[src/rtl/tx_seq_pkg.sv]
package tx_seq_pkg;
  typedef enum logic [1:0] {ST_IDLE = 2'd0, ST_WAIT = 2'd1, ST_SEND = 2'd2} state_e;

  typedef struct packed {
    logic fifoFlush;
    logic byteSlot;
  } dpCtl_t;

  localparam logic [1:0] CMD_TX    = 2'b01;
  localparam logic [1:0] CMD_FLUSH = 2'b10;

  localparam logic [2:0] END_NONE  = 3'd0;
  localparam logic [2:0] END_OK    = 3'd1;
  localparam logic [2:0] END_ABORT = 3'd6;

  localparam logic [2:0] ROUTE_OFF = 3'd7;

  localparam logic [1:0] ENG_IDLE  = 2'd0;
  localparam logic [1:0] ENG_WAIT  = 2'd1;
  localparam logic [1:0] ENG_SEND  = 2'd2;
  localparam logic [1:0] ENG_RESET = 2'd3;
endpackage

[src/rtl/tx_seq_datapath.sv]
module tx_seq_datapath
  import tx_seq_pkg::*;
#(
  parameter int PERIOD_W   = 16,
  parameter int DATA_W     = 8,
  parameter int FIFO_DEPTH = 16,
  parameter int LEVEL_W    = $clog2(FIFO_DEPTH + 1)
) (
  input  logic                clk,
  input  logic                rstN,
  input  logic                engEnable,
  input  logic                timerRun,
  input  logic [PERIOD_W-1:0] timerPeriod,
  output logic                timerEvt,
  input  logic                fifoWrEn,
  input  logic [DATA_W-1:0]   fifoWrData,
  output logic [LEVEL_W-1:0]  fifoLevel,
  input  dpCtl_t              ctl,
  input  logic                statusClr,
  output logic                txValid,
  output logic [DATA_W-1:0]   txData,
  output logic                underflowErr
);
  localparam int AW = (FIFO_DEPTH > 1) ? $clog2(FIFO_DEPTH) : 1;
  localparam logic [AW-1:0] PTR_LAST = AW'(FIFO_DEPTH - 1);
  localparam logic [LEVEL_W-1:0] LEVEL_FULL = LEVEL_W'(FIFO_DEPTH);

  // periodic timer
  logic [PERIOD_W-1:0] cnt;
  logic [PERIOD_W-1:0] lastCnt;
  logic                wrapNow;

  assign lastCnt = timerPeriod - PERIOD_W'(1);
  assign wrapNow = timerRun && (cnt >= lastCnt);

  always_ff @(posedge clk) begin
    if (!rstN) begin
      cnt      <= '0;
      timerEvt <= 1'b0;
    end else begin
      timerEvt <= wrapNow;
      if (timerRun) cnt <= (cnt >= lastCnt) ? '0 : cnt + PERIOD_W'(1);
    end
  end

  // transmit FIFO
  logic [DATA_W-1:0] mem [FIFO_DEPTH];
  logic [AW-1:0]     rdPtr, wrPtr;
  logic              fifoClear, fifoEmpty, doPush, doPop, zeroMode, useZero;

  assign fifoClear = !engEnable || ctl.fifoFlush;
  assign fifoEmpty = (fifoLevel == '0);
  assign useZero   = zeroMode || fifoEmpty;
  assign doPush    = fifoWrEn && !fifoClear && (fifoLevel != LEVEL_FULL);
  assign doPop     = ctl.byteSlot && !useZero && !fifoClear;

  always_ff @(posedge clk) begin
    if (doPush) mem[wrPtr] <= fifoWrData;
  end

  always_ff @(posedge clk) begin
    if (!rstN || fifoClear) begin
      rdPtr     <= '0;
      wrPtr     <= '0;
      fifoLevel <= '0;
    end else begin
      if (doPush) wrPtr <= (wrPtr == PTR_LAST) ? '0 : wrPtr + AW'(1);
      if (doPop)  rdPtr <= (rdPtr == PTR_LAST) ? '0 : rdPtr + AW'(1);
      case ({doPush, doPop})
        2'b10:   fifoLevel <= fifoLevel + LEVEL_W'(1);
        2'b01:   fifoLevel <= fifoLevel - LEVEL_W'(1);
        default: fifoLevel <= fifoLevel;
      endcase
    end
  end

  // byte output and zero-fill mode
  always_ff @(posedge clk) begin
    if (!rstN) begin
      txValid      <= 1'b0;
      txData       <= '0;
      zeroMode     <= 1'b0;
      underflowErr <= 1'b0;
    end else begin
      txValid <= ctl.byteSlot;
      if (ctl.byteSlot) txData <= useZero ? '0 : mem[rdPtr];
      if (fifoClear) zeroMode <= 1'b0;
      else if (ctl.byteSlot && useZero) zeroMode <= 1'b1;
      if (ctl.byteSlot && useZero) underflowErr <= 1'b1;
      else if (statusClr) underflowErr <= 1'b0;
    end
  end

  a_r1_evt_one_wide: assert property (@(posedge clk) disable iff (!rstN)
    timerEvt |=> !timerEvt);

  a_r12_level_bound: assert property (@(posedge clk) disable iff (!rstN)
    fifoLevel <= LEVEL_FULL);

  a_r10_zero_fill: assert property (@(posedge clk) disable iff (!rstN)
    ($past(zeroMode) && txValid) |-> (txData == '0));

  a_r10_flag_sticky: assert property (@(posedge clk) disable iff (!rstN)
    (underflowErr && !statusClr) |=> underflowErr);
endmodule

[src/rtl/tx_seq_ctrl.sv]
module tx_seq_ctrl
  import tx_seq_pkg::*;
#(
  parameter int BYTE_CYCLES = 16,
  parameter int LEN_W       = 8
) (
  input  logic             clk,
  input  logic             rstN,
  input  logic             engEnable,
  input  logic             cmdValid,
  input  logic [1:0]       cmdCode,
  input  logic             startOnEvt,
  input  logic [2:0]       evtRoute,
  input  logic             timerEvt,
  input  logic [LEN_W-1:0] pktLen,
  input  logic             statusClr,
  output dpCtl_t           ctl,
  output logic             cmdBusy,
  output logic [1:0]       engState,
  output logic [2:0]       endCause,
  output logic             taskDone
);
  localparam int DIV_W = (BYTE_CYCLES > 1) ? $clog2(BYTE_CYCLES) : 1;
  localparam logic [DIV_W-1:0] DIV_LAST = DIV_W'(BYTE_CYCLES - 1);

  state_e           state, stateNxt;
  logic             cmdPend, evtPend;
  logic [1:0]       cmdReg;
  logic [DIV_W-1:0] divCnt;
  logic [LEN_W-1:0] byteCnt;
  logic txCmd, slot, lastByte, finishOk, abort, consume, evtIn;

  always_comb begin
    txCmd    = cmdPend && (cmdReg == CMD_TX);
    evtIn    = timerEvt && (evtRoute != ROUTE_OFF);
    slot     = (state == ST_SEND) && (divCnt == DIV_LAST);
    lastByte = (byteCnt == pktLen - LEN_W'(1));
    finishOk = slot && lastByte && !txCmd;
    abort    = txCmd && (state != ST_IDLE);
    consume  = 1'b0;
    stateNxt = state;
    case (state)
      ST_WAIT: if (evtPend) begin stateNxt = ST_SEND; consume = 1'b1; end
      ST_SEND: if (finishOk) stateNxt = ST_IDLE;
      default: ;
    endcase
    if (txCmd) begin
      stateNxt = startOnEvt ? ST_WAIT : ST_SEND;
      consume  = 1'b0;
    end
  end

  always_ff @(posedge clk) begin
    if (!rstN || !engEnable) begin
      state   <= ST_IDLE;
      cmdPend <= 1'b0;
      cmdReg  <= 2'b00;
      evtPend <= 1'b0;
      divCnt  <= '0;
      byteCnt <= '0;
    end else begin
      state   <= stateNxt;
      cmdPend <= cmdValid;
      cmdReg  <= cmdCode;
      if (evtIn) evtPend <= 1'b1;
      else if (consume) evtPend <= 1'b0;
      if (stateNxt == ST_SEND && (state != ST_SEND || txCmd)) begin
        divCnt  <= '0;
        byteCnt <= '0;
      end else if (slot) begin
        divCnt  <= '0;
        byteCnt <= byteCnt + LEN_W'(1);
      end else if (state == ST_SEND) begin
        divCnt  <= divCnt + DIV_W'(1);
      end
    end
  end

  always_ff @(posedge clk) begin
    if (!rstN) begin
      endCause <= END_NONE;
      taskDone <= 1'b0;
    end else if (engEnable && abort) begin
      endCause <= END_ABORT;
      taskDone <= 1'b1;
    end else if (engEnable && finishOk) begin
      endCause <= END_OK;
      taskDone <= 1'b1;
    end else if (statusClr) begin
      taskDone <= 1'b0;
    end
  end

  always_comb begin
    ctl.fifoFlush = cmdPend && (cmdReg == CMD_FLUSH);
    ctl.byteSlot  = slot && !txCmd && engEnable;
    cmdBusy       = cmdPend;
    if (!engEnable)              engState = ENG_RESET;
    else if (state == ST_SEND)   engState = ENG_SEND;
    else if (state == ST_WAIT)   engState = ENG_WAIT;
    else if (txCmd)              engState = ENG_WAIT;
    else                         engState = ENG_IDLE;
  end

  a_r6_engine_reset: assert property (@(posedge clk) disable iff (!rstN)
    !engEnable |=> (state == ST_IDLE && !evtPend));

  a_r4_hold_until_event: assert property (@(posedge clk) disable iff (!rstN)
    (state == ST_WAIT && !evtPend && !cmdPend && engEnable) |=> (state == ST_WAIT));

  a_r5_latch_persists: assert property (@(posedge clk) disable iff (!rstN)
    (evtPend && engEnable && state == ST_IDLE) |=> evtPend);

  a_r7_blocked_not_latched: assert property (@(posedge clk) disable iff (!rstN)
    (!evtPend && (evtRoute == ROUTE_OFF || !timerEvt)) |=> !evtPend);

  a_r8_abort_reported: assert property (@(posedge clk) disable iff (!rstN)
    (txCmd && engEnable && state != ST_IDLE) |=> (endCause == END_ABORT && taskDone));

  a_r9_done_on_last: assert property (@(posedge clk) disable iff (!rstN)
    (finishOk && engEnable) |=> (state == ST_IDLE && endCause == END_OK && taskDone));
endmodule

[src/rtl/tx_task_seq.sv]
module tx_task_seq
  import tx_seq_pkg::*;
#(
  parameter int PERIOD_W    = 16,
  parameter int DATA_W      = 8,
  parameter int FIFO_DEPTH  = 16,
  parameter int BYTE_CYCLES = 16,
  parameter int LEN_W       = 8
) (
  input  logic                              clk,
  input  logic                              rstN,
  input  logic                              engEnable,
  input  logic                              timerRun,
  input  logic [PERIOD_W-1:0]               timerPeriod,
  input  logic [2:0]                        evtRoute,
  input  logic                              startOnEvt,
  input  logic [LEN_W-1:0]                  pktLen,
  input  logic                              cmdValid,
  input  logic [1:0]                        cmdCode,
  output logic                              cmdBusy,
  input  logic                              fifoWrEn,
  input  logic [DATA_W-1:0]                 fifoWrData,
  output logic [$clog2(FIFO_DEPTH+1)-1:0]   fifoLevel,
  input  logic                              statusClr,
  output logic                              txValid,
  output logic [DATA_W-1:0]                 txData,
  output logic [1:0]                        engState,
  output logic [2:0]                        endCause,
  output logic                              taskDone,
  output logic                              underflowErr,
  output logic                              timerEvt
);
  localparam int LEVEL_W = $clog2(FIFO_DEPTH + 1);

  dpCtl_t ctl;

  tx_seq_ctrl #(.BYTE_CYCLES(BYTE_CYCLES), .LEN_W(LEN_W)) u_ctrl (
    .clk(clk), .rstN(rstN), .engEnable(engEnable),
    .cmdValid(cmdValid), .cmdCode(cmdCode), .startOnEvt(startOnEvt),
    .evtRoute(evtRoute), .timerEvt(timerEvt), .pktLen(pktLen),
    .statusClr(statusClr), .ctl(ctl), .cmdBusy(cmdBusy),
    .engState(engState), .endCause(endCause), .taskDone(taskDone)
  );

  tx_seq_datapath #(.PERIOD_W(PERIOD_W), .DATA_W(DATA_W),
                    .FIFO_DEPTH(FIFO_DEPTH), .LEVEL_W(LEVEL_W)) u_dp (
    .clk(clk), .rstN(rstN), .engEnable(engEnable),
    .timerRun(timerRun), .timerPeriod(timerPeriod), .timerEvt(timerEvt),
    .fifoWrEn(fifoWrEn), .fifoWrData(fifoWrData), .fifoLevel(fifoLevel),
    .ctl(ctl), .statusClr(statusClr), .txValid(txValid), .txData(txData),
    .underflowErr(underflowErr)
  );
endmodule

[config.mk]
export PLATFORM = sky130hd
export DESIGN_NAME = tx_task_seq
export DESIGN_NICKNAME = d
export VERILOG_FILES = /design/src/rtl/tx_seq_pkg.sv /design/src/rtl/tx_seq_datapath.sv /design/src/rtl/tx_seq_ctrl.sv /design/src/rtl/tx_task_seq.sv
export SDC_FILE = /design/constraint.sdc
export NUM_CORES = 1
export LEC_CHECK = 0
export ABC_AREA = 1
export CORE_ASPECT_RATIO = 0.5
export CORE_MARGIN = 2
export CORE_UTILIZATION = 60
export CTS_CLUSTER_DIAMETER = 150
export DETAILED_ROUTE_END_ITERATION = 10
export DONT_BUFFER_PORTS = 1
export HOLD_SLACK_MARGIN = 0.1
export PLACE_DENSITY = 0.76
export REMOVE_ABC_BUFFERS = 1
export SYNTH_ARGS = -nofsm -noshare
export SYNTH_HDL_FRONTEND = slang
export SYNTH_SLANG_ARGS = --single-unit
[constraint.sdc]
create_clock -name clk -period 4.2 [get_ports clk]
set_clock_uncertainty 0.2 [all_clocks]
set_input_delay 0 -clock clk [delete_from_list [all_inputs] [get_ports clk]]
set_output_delay 0 -clock clk [all_outputs]
set_load 0.01 [all_outputs]
# [Yosys cells after proc, flatten, opt, wreduce, memory -nomap -nowiden]
# Memories as Yosys holds them, arrays and structs flattened. A register that Yosys moved wholly into a read port is not among the register bits.
# Index checks and enable logic that the tools add are counted.
[op_classes] muxes=29 bitwise_logic=1 addsub=9 eq_ne=14 n_lt_le_gt_ge=1 reduce_logical=39
[ops] op="$logic_and A1 B1 Y1" count=18
[ops] op="$add A16 B1 Y16 const B" count=1
[ops] op="$ge A16 B16 Y1" count=1
[ops] op="$mux W16" count=1
[ops] op="$mux W4" count=4
[ops] op="$sub A16 B1 Y16 const B" count=1
[ops] op="$mux W2" count=7
[ops] op="$add A4 B1 Y4 const B" count=3
[ops] op="$eq A4 B4 Y1 const B" count=3
[ops] op="$mux W1" count=12
[ops] op="$pmux W5 S2" count=1
[ops] op="$reduce_bool A2 Y1" count=5
[ops] op="$add A8 B1 Y8 const B" count=1
[ops] op="$eq A2 B2 Y1 const B" count=4
[ops] op="$eq A8 B8 Y1" count=1
[ops] op="$mux W8" count=1
[ops] op="$sub A8 B1 Y8 const B" count=1
[ops] op="$eq A2 B1 Y1 const B" count=3
[ops] op="$mux W3" count=2
[ops] op="$reduce_or A2 Y1" count=3
[ops] op="$add A5 B1 Y5 const B" count=1
[ops] op="$logic_not A1 Y1" count=5
[ops] op="$logic_not A5 Y1" count=1
[ops] op="$logic_or A1 B1 Y1" count=5
[ops] op="8 further kinds" count=8
[totals] input_bits=45 mem_count=1 regBits=63 ram_bits=128
[memory_table] name="u_dp.mem" depth=16 width=8 read_ports=1 rd_clocked_by_memory_dff=1 wr=1 line="tx_seq_datapath.sv:47" rtl="logic [DATA_W-1:0] mem [FIFO_DEPTH];"

# [Logic depth before layout (Yosys ltp)]
[depth] ltp_word=10 mapped_depth=21

# [Cells and area by module]
# Synthesis repeated with hierarchy kept, for this count alone.
[hier_totals] hier_cells=1121 area_unflattened_um2=9611.7
[by_module_without_submodules] mod="tx_seq_datapath" n_inst=1 area_each_um2=8254.2 cells_per_inst=917 seq_area_each_um2=4744.6
[by_module_without_submodules] mod="tx_seq_ctrl" n_inst=1 area_each_um2=1357.6 cells_per_inst=204 seq_area_each_um2=420.4

# [Worst setup path after synthesis]
# No wires, ideal clock.
[synth_path] kind="reg-to-reg" from="register u_ctrl.state[0]" to="register u_dp.fifoLevel[4]" arrival_time_ns=2.677 n_path_buf=1 required_ns=3.930 path_slack_ns=1.253 synth_period_minus_slack_ns=2.947 stages_incl_launch_ff=22 cell_sequence="dfxtp_1 -> inv_1 -> ha_1 -> buf_4 -> nand2_4 -> clkinv_4 -> nand2_8 -> nor2_8 -> nand2_4 -> nor2_4 -> inv_4 -> nor2_8 -> ha_1 -> inv_1 -> fa_1 -> inv_1 -> a31oi_1 -> inv_1 -> o21ai_0 -> a21oi_1 -> o21ai_0 -> a21oi_1"
[synth_between] elab_chain_len=8
[synth_rtl] element="start, declared" line="tx_seq_ctrl.sv:26" rtl="state_e state, stateNxt;"
[synth_rtl] element="start signal, assigned" line="tx_seq_ctrl.sv:62" rtl="state <= stateNxt;"
[synth_rtl] element="$eq A2 B2 Y1 *" line="tx_seq_ctrl.sv:36" rtl="slot = (state == ST_SEND) && (divCnt == DIV_LAST);"
[synth_rtl] element="$logic_and A1 B1 Y1 *" line="tx_seq_ctrl.sv:36"
[synth_rtl] element="$logic_and A1 B1 Y1 * (2 in series)" line="tx_seq_ctrl.sv:96" rtl="ctl.byteSlot = slot && !txCmd && engEnable;"
[synth_rtl] element="$logic_and A1 B1 Y1 * (2 in series)" line="tx_seq_datapath.sv:55" rtl="assign doPop = ctl.byteSlot && !useZero && !fifoClear;"
[synth_rtl] element="via u_dp.doPop" line="tx_seq_datapath.sv:49" rtl="logic fifoClear, fifoEmpty, doPush, doPop, zeroMode, useZero;"
[synth_rtl] element="$eq A2 B1 Y1 or $eq A2 B2 Y1 (tied branches)" line="tx_seq_datapath.sv:69" rtl="case ({doPush, doPop})"
[synth_rtl] element="$pmux W5 S2 or $reduce_bool A2 Y1 (tied branches)"
[synth_rtl] element="end signal, assigned" line="tx_seq_datapath.sv:70" rtl="2'b10: fifoLevel <= fifoLevel + LEVEL_W'(1);"
[synth_rtl] element="end signal, assigned" line="tx_seq_datapath.sv:71" rtl="2'b01: fifoLevel <= fifoLevel - LEVEL_W'(1);"
[synth_rtl] element="end signal, assigned" line="tx_seq_datapath.sv:72" rtl="default: fifoLevel <= fifoLevel;"
[synth_rtl] element="end, declared" line="tx_seq_datapath.sv:17" rtl="output logic [LEVEL_W-1:0] fifoLevel,"
# The timed path passes the listed nets; every way through them passes the cells marked *.
# A chain may end at the register's enable or synchronous reset.

# [Worst setup path after layout]
[layout_path] from="input pktLen[0]" to="register u_ctrl.state[0]"
[layout_between] elab_chain_len=7
[layout_rtl] element="start, declared" line="tx_task_seq.sv:17" rtl="input logic [LEN_W-1:0] pktLen,"
[layout_rtl] element="$sub A8 B1 Y8" line="tx_seq_ctrl.sv:37" rtl="lastByte = (byteCnt == pktLen - LEN_W'(1));"
[layout_rtl] element="$eq A8 B8 Y1" line="tx_seq_ctrl.sv:37"
[layout_rtl] element="$logic_and A1 B1 Y1 (2 in series)" line="tx_seq_ctrl.sv:38" rtl="finishOk = slot && lastByte && !txCmd;"
[layout_rtl] element="$mux W2" line="tx_seq_ctrl.sv:44" rtl="ST_SEND: if (finishOk) stateNxt = ST_IDLE;"
[layout_rtl] element="$pmux W2 S2" line="tx_seq_ctrl.sv:42" rtl="case (state)"
[layout_rtl] element="$mux W2" line="tx_seq_ctrl.sv:47" rtl="if (txCmd) begin"
# Every way passes these cells.

==> flow_summary.toml <==
[run_status]
status = "finished, final reports clean"

[die]
die_area_mm2 = 0.0162
core-area_mm2 = 0.0146
io-pin-count = 68
die_y_um = 91.1
rows = 31
die-width_um = 178
start_util_pct = 62.2

[clock_network]
cts_tree = "done"
cts_htree_levels = 4
cts-root-buf = "clkbuf_16"
path_clk_slew_ns = 0.07
clock_latency_ns = 0.44
cts-buffers-inserted = 17
cts.sinks = 194
clock_path_buffers = 2

[timing]
setup_viol = 0
slew_headroom_pct = 32.1
fin_tns_setup_ns = 0
period_minus_slack_ns = 4.03
worst_slew_pin_slew_ns = 1.02
fmax_mhz = 248
slew_viol_final = 0
whs_ns = 0.159
fin_crit_sh_pct = 96.0
hold_violations = 0

[global_route]
grt_max_degree = 82
grt_pass1_wl_mm = 30.8
grt_pass1_vias = 6289
overflow = 0
grt_usage_pct = 25.1
antenna_found_initial = 0

[logic_synthesis]
synth_edf_count = 128
ys.flop_type = "edfxtp_1"
synthCells = 895
ys_async_sr_fraction_pct = 0
synth.distinct_cells = 43
synth_seq_area_share_pct = 56.8
yosysWarnings = 0
avgSynthCellArea_um2 = 10.2
yosys_register_bits = 194
syn-cell-area_mm2 = 0.00910

[detailed_routing]
drt_pass1_iterations = 5
vias = 6415
vias_per_cell = 5.61
wl_mm = 19.1
drc_errors = 0
drtIter0Drc = 543
wl_per_cell_um = 16.7
ant_nets = 0

[setup_path]
max_stage_delay_ns = 0.59
reg2regPathDepth = 16
end_kind = "flop"
crit_type = "input pin to flop"
critPathMaxFanout = 2
slowest_stage = "dlygate4sd3_1"
path_buf_inv = 7
cp.arrival_ns = 4.16
path_depth = 16
cp-start-kind = "input pin"
reg2reg_slack_ns = 0.40
cp_common_cell = "dlygate4sd3_1"
path_cells = "dlygate4sd3_1 > nor2_1 > dlygate4sd3_1 > nand3_1 > dlygate4sd3_1 > nand2_1 > dlygate4sd3_1 > inv_1 > nor2_1 > dlygate4sd3_1 > nand3_1 > nand2_1 > nand2_1 > nand2_2 > a21oi_1 > dlygate4sd3_1"
crit_family = "buffers and inverters"
required_ns = 4.33

[worst_hold_path]
hold_depth = 4
hold_class = "input pin to flop"

[layout]
fin_nets = 1012
synthToLayoutAreaGrowth_pct = 12.7
drive_above_1_share_pct = 7.82
seqCellArea_mm2 = 0.00517
n_fill_cell = 1001
final_cell_mix = "128 x edfxtp_1, 113 x nand2_1, 108 x inv_1"
multiInputGateArea_mm2 = 0.00338
final_common_cell = "edfxtp_1"
n_antenna_cell = 0

[flow_run]
max-cap-violations = 0

[power]
peakVddDrop_mv = 0.243
total_power_uw = 3780
p_leak_uw = 0.00376
power_density_mw_per_mm2 = 369

[place]
io_buffer_count = 0
dp_hpwl_mm = 12.3
routabilityCongestion = 0.800
## path summary, 6_finish.rpt
kind	from	endpoint
max reg2reg	u_ctrl.byteCnt[5]$_SDFFE_PP0P_	u_ctrl.state[0]$_SDFF_PP0_
min	evtRoute[1]	u_ctrl.evtPend$_SDFFE_PP0P_
min reg2reg	u_dp.cnt[0]$_SDFFE_PN0P_	u_dp.cnt[0]$_SDFFE_PN0P_
max	pktLen[0]	u_ctrl.state[0]$_SDFF_PP0_
## power by group
part           internal, µW  switching, µW
registers              2040           6.63
logic                  55.1           93.5
clock network           800            788
## routing by layer
metal | global-route usage, % | share of wire, %
met1 | 32.0 | 44
met3 | 6.62 | 6.3
met5 | 0 | 0
met2 | 41.0 | 48
met4 | 9.77 | 2.3
## synth_stat cells, types with 7 or more instances
cell type  count  area share (%)
nor2_1        83             3.4
mux2i_1       33             3.6
o211ai_1      13             1.1
buf_2          7            0.39
xor2_1        28             2.7
nand3_1       18            0.99
xnor2_1       13             1.3
o21ai_0       83             4.6
clkbuf_1      14            0.58
o22ai_1        7            0.48
a21oi_1       69             3.8
edfxtp_1     128              42
dfxtp_1       66              15
ha_1          33             4.5
nand2_1      113             4.7
nor3_1        12            0.66
nand4_1        7            0.48
inv_1        108             4.5
nor2_2        13            0.89
## state kept, by name, summed over array words and instances (netlist names), 2 cells and up, named ones only
name and flops:
u_dp.fifoLevel 5, u_ctrl.byteCnt 8, u_dp.mem 128, u_ctrl.divCnt 4, u_dp.wrPtr 4, u_dp.txData 8
u_dp.cnt 16, u_ctrl.state 2, u_ctrl.endCause 2, u_dp.rdPtr 4, u_ctrl.cmdReg 2
## stage by stage
stage                     std cells  instance area [µm²]  worst slack [ns]  util (%)
after global placement         1070                 9250              1.00      63.2
after detailed placement       1070                 9250             0.843      63.2
after CTS                      1143                10200             0.171      70.0
after global routing           1144                10200          -0.00258      70.1
final                          1144                10200             0.169      70.1
after floorplan                 868                 8970             0.941         -
## worst min-delay path: cells and delay by family
kind	cells	cell delay [ns]
buf+inv	1	0.55
simple gates	2	0.13
compound gates	1	0.07
## final cells by class
| class | count | area share (%) |
|---|---|---|
| inverter | 111 | 4.14 |
| multi-input combinational | 563 | 33.0 |
| clock buffer | 18 | 4.19 |
| tap | 198 | 2.42 |
| timing repair buffer | 46 | 4.37 |
| clock inverter | 14 | 1.48 |
| sequential | 194 | 50.4 |
## what timing repair did
item,in CTS,in global routing
resized for setup,0,0
hold buffers,41,0
endpoints found under the hold margin,195,0
setup endpoints to repair,0,1
buffers inserted,0,1
## cell families after synthesis
logic type,after synthesis,share of synthesized area (%)
mux,33,3.63
fa+ha+maj,34,4.76
buf+inv,138,6.08
simple gates,273,14.2
xor+xnor,41,3.95
flops,194,56.8
compound gates,182,10.6
No activity file was read; power rests on OpenSTA's default activity.
